$ cat src/rtl/aclk_pkg.sv
package aclk_pkg;

   typedef enum logic [1:0] {
      SEL_FOLLOW = 2'b00,
      SEL_WIDE   = 2'b01,
      SEL_NARROW = 2'b10,
      SEL_RSVD   = 2'b11
   } ratio_sel_e;

   function automatic logic sel_drives(input logic [1:0] code);
      return (ratio_sel_e'(code) == SEL_WIDE) || (ratio_sel_e'(code) == SEL_NARROW);
   endfunction

endpackage

$ cat src/rtl/aclk_ratio_ctl.sv
module aclk_ratio_ctl
   import aclk_pkg::*;
#(
   parameter int DIV_WIDE   = 6,
   parameter int DIV_NARROW = 4,
   parameter int CW         = 3
) (
   input  logic          clk,
   input  logic          rst,
   input  logic [1:0]    sel,
   input  logic          frame_edge,
   output logic          run,
   output logic [CW-1:0] div
);

   logic [CW-1:0] div_req;

   always_comb begin
      if (ratio_sel_e'(sel) == SEL_WIDE) div_req = CW'(DIV_WIDE);
      else                               div_req = CW'(DIV_NARROW);
   end

   always_ff @(posedge clk) begin
      if (rst) begin
         run <= 1'b0;
         div <= CW'(DIV_NARROW);
      end else if (!run || frame_edge) begin
         run <= sel_drives(sel);
         div <= div_req;
      end
   end

endmodule

$ cat src/rtl/aclk_bit_div.sv
module aclk_bit_div #(
   parameter int CW = 3
) (
   input  logic          clk,
   input  logic          rst,
   input  logic          run,
   input  logic [CW-1:0] div,
   output logic          bclk,
   output logic          fall
);

   logic [CW-1:0] dcnt;
   logic [CW-1:0] dnxt;
   logic          at_last;

   assign at_last = (dcnt == div - CW'(1));
   assign dnxt    = at_last ? '0 : dcnt + CW'(1);
   assign fall    = run && at_last;

   always_ff @(posedge clk) begin
      if (rst || !run) begin
         dcnt <= '0;
         bclk <= 1'b0;
      end else begin
         dcnt <= dnxt;
         bclk <= (dnxt >= (div >> 1));
      end
   end

endmodule

$ cat src/rtl/aclk_frame_cnt.sv
module aclk_frame_cnt #(
   parameter int SLOT_BCLKS = 32
) (
   input  logic clk,
   input  logic rst,
   input  logic run,
   input  logic fall,
   output logic lrclk,
   output logic frame_edge
);

   localparam int FRAME = 2 * SLOT_BCLKS;
   localparam int BW    = $clog2(FRAME);

   logic          primed;
   logic [BW-1:0] bcnt;
   logic [BW-1:0] bnxt;
   logic          at_end;

   assign at_end     = (bcnt == BW'(FRAME - 1));
   assign frame_edge = fall && (!primed || at_end);
   assign bnxt       = !primed ? '0 : (at_end ? '0 : bcnt + BW'(1));

   always_ff @(posedge clk) begin
      if (rst || !run) begin
         primed <= 1'b0;
         bcnt   <= '0;
         lrclk  <= 1'b0;
      end else if (fall) begin
         primed <= 1'b1;
         bcnt   <= bnxt;
         lrclk  <= (bnxt >= BW'(SLOT_BCLKS));
      end
   end

endmodule

$ cat src/rtl/aclk_master_div.sv
module aclk_master_div #(
   parameter int DIV_WIDE   = 6,
   parameter int DIV_NARROW = 4,
   parameter int SLOT_BCLKS = 32
) (
   input  logic       mclk,
   input  logic       rst,
   input  logic [1:0] mode_sel,
   input  logic       osr_band,
   output logic       bclk_o,
   output logic       lrclk_o,
   output logic       clk_oe
);

   localparam int DIV_MAX = (DIV_WIDE > DIV_NARROW) ? DIV_WIDE : DIV_NARROW;
   localparam int CW      = $clog2(DIV_MAX + 1);

   generate
      if (DIV_WIDE < 2 || (DIV_WIDE % 2) != 0) begin : g_bad_wide
         $error("DIV_WIDE must be even and at least 2");
      end
      if (DIV_NARROW < 2 || (DIV_NARROW % 2) != 0) begin : g_bad_narrow
         $error("DIV_NARROW must be even and at least 2");
      end
      if (SLOT_BCLKS < 1) begin : g_bad_slot
         $error("SLOT_BCLKS must be positive");
      end
   endgenerate

   logic          band_unused;
   logic          run;
   logic [CW-1:0] act_div;
   logic          fall;
   logic          frame_edge;

   assign band_unused = osr_band;

   aclk_ratio_ctl #(
      .DIV_WIDE  (DIV_WIDE),
      .DIV_NARROW(DIV_NARROW),
      .CW        (CW)
   ) i_ratio (
      .clk       (mclk),
      .rst       (rst),
      .sel       (mode_sel),
      .frame_edge(frame_edge),
      .run       (run),
      .div       (act_div)
   );

   aclk_bit_div #(
      .CW(CW)
   ) i_bdiv (
      .clk (mclk),
      .rst (rst),
      .run (run),
      .div (act_div),
      .bclk(bclk_o),
      .fall(fall)
   );

   aclk_frame_cnt #(
      .SLOT_BCLKS(SLOT_BCLKS)
   ) i_frame (
      .clk       (mclk),
      .rst       (rst),
      .run       (run),
      .fall      (fall),
      .lrclk     (lrclk_o),
      .frame_edge(frame_edge)
   );

   assign clk_oe = run;

endmodule

$ cat config.mk
export PLATFORM = sky130hd
export DESIGN_NAME = aclk_master_div
export DESIGN_NICKNAME = d
export VERILOG_FILES = /design/src/rtl/aclk_pkg.sv /design/src/rtl/aclk_ratio_ctl.sv /design/src/rtl/aclk_bit_div.sv /design/src/rtl/aclk_frame_cnt.sv /design/src/rtl/aclk_master_div.sv
export SDC_FILE = /design/constraint.sdc
export NUM_CORES = 1
export LEC_CHECK = 0
export CORE_UTILIZATION = 42
export DETAILED_ROUTE_END_ITERATION = 10
export DONT_BUFFER_PORTS = 1
export GPL_ROUTABILITY_DRIVEN = 0
export PLACE_DENSITY = 0.59
export SLEW_MARGIN = 20
export SYNTH_ARGS = -nofsm -noshare
export SYNTH_HDL_FRONTEND = slang
export SYNTH_SLANG_ARGS = --single-unit
$ cat constraint.sdc
create_clock -name mclk -period 4.4 [get_ports mclk]
set_clock_uncertainty 0.1 [all_clocks]
set_input_delay 0.44 -clock mclk [delete_from_list [all_inputs] [get_ports mclk]]
set_output_delay 0.44 -clock mclk [all_outputs]
set_load 0.02 [all_outputs]
After elaboration in Yosys (flattened, before gate mapping):

Cells that the tools add are included.

* flip-flop bits (word level): 16
* output and inout bits: 3
* word-level logic and storage cells: 28
* input port bits: 5

* reduce and logical (&&, ||, !) cells: 8
* mux-type cells: 4
* eq/ne operators: 4
* order comparisons: 2
* $add $sub $neg: 3

Operator list (count)
* 6-bit two-way mux: 2
* 6-bit by 1-bit adder with 6-bit output, second input constant: 1
* 6-bit equality test, second input constant: 1
* 6-bit >= comparator, second input constant: 1
* 1-bit logical OR: 4
* 3-bit by 1-bit adder with 3-bit output, second input constant: 1
* 3-bit equality test: 1
* 3-bit by 2-bit >= comparator with 1-bit output: 1
* 3-bit two-way mux: 1
* 3-bit by 1-bit subtractor with 3-bit output, second input constant: 1
* 2-bit by 1-bit equality test with 1-bit output, second input constant: 1
* 2-bit equality test, second input constant: 1
* 1-bit logical AND: 2
* 1-bit zero test: 2
* 2-bit two-way mux: 1

Logic depth before layout (Yosys ltp):

* depth after elaboration: 5
* mapped depth: 5

By module:

A second synthesis with hierarchy kept.

* cell total of the unflattened synthesis: 88
* area, all modules: 793.3 µm²

By module, submodules not included
* aclk_frame_cnt: cells an instance 48, area an instance 396.6 µm², times used 1, sequential area each 160.2 µm²
* aclk_bit_div: cells an instance 27, area an instance 277.8 µm², times used 1, sequential area each 80.1 µm²
* aclk_ratio_ctl: cells an instance 13, area an instance 118.9 µm², times used 1, sequential area each 40.0 µm²

Worst setup path before layout:

No wires, ideal clock.

* kind: flip-flop to flip-flop
* start point: register i_frame.bcnt[0]
* end point: register i_ratio.div[1]
* period minus slack after synthesis: 1.416 ns
* required time: 4.177 ns
* stages on the path, launching flop included: 6
* path slack: 2.984 ns
* data arrival time: 1.193 ns
* cell sequence: dfxtp_1 ha_1 and4_1 a21oi_2 o21ai_1 mux2i_1

* cells in the longest elaborated chain, start to end: 4

Ends and longest elaborated chain
* from (decl): RTL line aclk_frame_cnt.sv:16 `logic [BW-1:0] bcnt;`
* from (signal assigned): RTL line aclk_frame_cnt.sv:31 `bcnt <= bnxt;`
* 6-bit equality test: RTL line aclk_frame_cnt.sv:20 `assign at_end = (bcnt == BW'(FRAME - 1));`
* 1-bit logical OR: RTL line aclk_frame_cnt.sv:21 `assign frame_edge = fall && (!primed || at_end);`
* 1-bit logical AND: RTL line aclk_frame_cnt.sv:21
* 1-bit logical OR: RTL line aclk_ratio_ctl.sv:27 `end else if (!run || frame_edge) begin`
* to (signal assigned): RTL line aclk_ratio_ctl.sv:26 `div <= CW'(DIV_NARROW);`
* to (signal assigned): RTL line aclk_ratio_ctl.sv:29 `div <= div_req;`
* to (decl): RTL line aclk_ratio_ctl.sv:13 `output logic [CW-1:0] div`

No other way between the ends.
A chain may end at the register's enable or synchronous reset.

Final worst setup path:

Same ends and word-level chain as after synthesis.

==> flow_summary.yaml <==
timing:
  drv_slew: 0
  max_freq_ghz: 0.6402
  finalCritPeriodShare_pct: 35.50
  tns_ns: 0
  setup_viol: 0
  finalCriticalPeriod_ns: 1.562
  timing.final.ws_setup_ns: 2.838
  finalHoldViolCount: 0
  maxSlewHeadroom_pct: 60.22
  tightest_slew_ns: 0.5955
  rsz0062_at_grt: "false"
  whs_ns: 0.1069
global_route:
  grt_remaining_overflow: 0
  grt_pass1_wl_um: 1863
  grt_use_total_pct: 18.42
  grt_max_degree: 12
  antenna_found_initial: 0
  grt_pass1_vias: 430
setup_path:
  crit_cells: 5
  rrSetupSlack_ns: 2.84
  endpoint_kind: "flip-flop"
  r2r_cells: 5
  arrival_ns: 1.64
  cp_top_family: "compound AO/OA/AOI/OAI gates"
  startpoint: "i_frame.bcnt[0]$_SDFFE_PP0P_"
  cp_cell_sequence: "ha_1 > and4_1 > a21oi_2 > o21ai_1 > mux2i_1"
  regToRegEndpoint: "i_ratio.div[1]$_SDFFE_PP0P_"
  critPathKind: "reg2reg"
  crit-reg2reg-launch: "i_frame.bcnt[0]$_SDFFE_PP0P_"
  crit_buf_inv: 0
  cp_data_required_time_ns: 4.48
  crit_end: "i_ratio.div[1]$_SDFFE_PP0P_"
  slowest_stage: "dfxtp_1"
  startpoint_type: "flip-flop"
  crit_fanout: 6
  cpPeakStageDelay_ns: 0.36
floorplanning:
  io_pins: 8
  core-area_um2: 1350
  chipHeight_um: 40.94
  die_w_um: 40.94
  start_util_pct: 47.17
  rows: 13
  fp.dieArea_um2: 1676
cts:
  clk_pin_slew_ns: 0.09
  clk_path_buf_depth: 2
  postCtsHoldBufs: 0
  cts_sinks: 13
  root_buffer: "clkbuf_4"
  htree_levels: 1
  postCtsResizedCells: 0
  cts_buffers: 3
  cts_tree: "built"
  cts_setup_buffers: 0
  clock_latency_ns: 0.28
synth:
  syn_avg_cell_area_um2: 8.724
  synth_top_area_share_pct: 40.86
  seq_area_frac_synth_pct: 40.86
  ys_warn_count: 0
  netlist_area_um2: 636.9
  synth_area_leaders: "dfxtp_1, ha_1, nand3_1"
  ys.flop_type: "dfxtp_1"
  ys_ff_latch: 13
  syn_nets: 82
  synth_edf_count: 0
  yosysTopAreaCell: "dfxtp_1"
  ys_types: 28
  syn_inst: 73
  ys_async_sr_fraction_pct: 0
drt:
  drt-pass1-iter-count: 3
  wl_um: 1124
  viasPerCell: 5.809
  antenna_left: 0
  wire_per_inst_um: 12.63
  num_vias: 517
  drc: 0
  drtIter0Drc: 5
layout:
  diodes: 0
  regArea_um2: 260.3
  syn_to_final_growth_pct: 4.322
  multiInputGateArea_um2: 346.6
  final_util_pct: 49.21
  finalNetCount: 84
  layout-drive-gt1-share_pct: 9.459
  fillers: 142
  fin_cells: 89
placement:
  dpl.hpwl_um: 817.7
  dp_slack_ns: 2.840
  portBuffers: 0
  placed_cells: 85
run:
  maxCapViolations: 0
pwr:
  peakVddDrop_v: 0.0001494
  p_leak_nw: 0.2533
  powerDensity_nw_per_um2: 319.9
run_status:
  status: "finished, final reports clean"
worst_hold_path:
  hold_path_depth: 1
  hp-class: "in2reg"
## layout make-up
type                       instances  area share, %
multi-input combinational         54          52.17
sequential                        13          39.17
clock buffer                       3          3.390
tap                               15          2.825
inverter                           3          1.695
clock inverter                     1         0.7533
## state kept, by name, summed over array words and instances (netlist names)
register        count
i_bdiv.bclk         1
i_ratio.run         1
i_ratio.div         1
i_bdiv.dcnt         3
i_frame.bcnt        6
i_frame.primed      1
## cells by family after synthesis
family / share of synthesized area, %
compound gates: 11.00
xor+xnor: 1.375
fa+ha+maj: 7.859
buf+inv: 4.715
flops: 40.86
mux: 1.572
simple gates: 32.61
## power by group
part	leakage [nW]	switching (mW)	total, mW	internal [mW]
Clock	0.0177	0.0452	0.0790	0.0338
Combinational	0.130	0.00555	0.00950	0.00395
Sequential	0.105	0.00396	0.124	0.120
Total	0.253	0.0547	0.213	0.158
## synth_stat cells (2+ instances only)
cell type  count
nor3_1         2
nand4_1        3
nand2b_1       3
a21oi_1        5
and3_1         2
ha_1           4
inv_1          3
dfxtp_1       13
clkbuf_1       2
nand2_1        6
nor2_1         4
nand3_1       10
## cells in the final DEF (no fill, tap or decap), types with 2 or more instances in the layout
cell type | netlist | final
nor2_1 | 4 | 4
nand2b_1 | 3 | 3
nand2_1 | 6 | 6
dfxtp_1 | 13 | 13
ha_1 | 4 | 4
nor3_1 | 2 | 2
a21oi_1 | 5 | 5
nand3_1 | 10 | 10
clkbuf_4 | 0 | 3
nand4_1 | 3 | 3
inv_1 | 3 | 3
and3_1 | 2 | 2
## routing by layer
metal | up-vias | global-route usage (%) | share of wire (%)
met3 | 4 | 5.978 | 3.8
met5 | - | 0 | 0
met1 | 236 | 23.92 | 50
li1 | 267 | - | -
met4 | 0 | 17.50 | 3.5
met2 | 10 | 23.05 | 42
## per-stage QoR
| stage | total power [mW] | cell area, µm² |
|---|---|---|
| floorplan | 0.1347 | 636.9 |
| global placement | 0.1366 | 636.9 |
| detailed placement | 0.1367 | 636.9 |
| CTS | 0.2151 | 664.4 |
| global route | 0.2212 | 664.4 |
| finish | 0.2125 | 664.4 |
## worst min path at each step
stage,start,to,slack [ns]
6_report,rst,i_ratio.run$_SDFFE_PP0P_,0.11
5_1_grt,rst,i_ratio.run$_SDFFE_PP0P_,0.09
4_1_cts,rst,i_ratio.run$_SDFFE_PP0P_,0.1
3_5_place_dp,i_frame.bcnt[1]$_SDFFE_PP0P_,i_frame.bcnt[1]$_SDFFE_PP0P_,0.38
3_3_place_gp,i_bdiv.dcnt[0]$_SDFF_PP0_,i_bdiv.dcnt[0]$_SDFF_PP0_,0.36
2_1_floorplan,i_bdiv.dcnt[0]$_SDFF_PP0_,i_bdiv.dcnt[0]$_SDFF_PP0_,0.34
(Power assumes the default switching activity.)
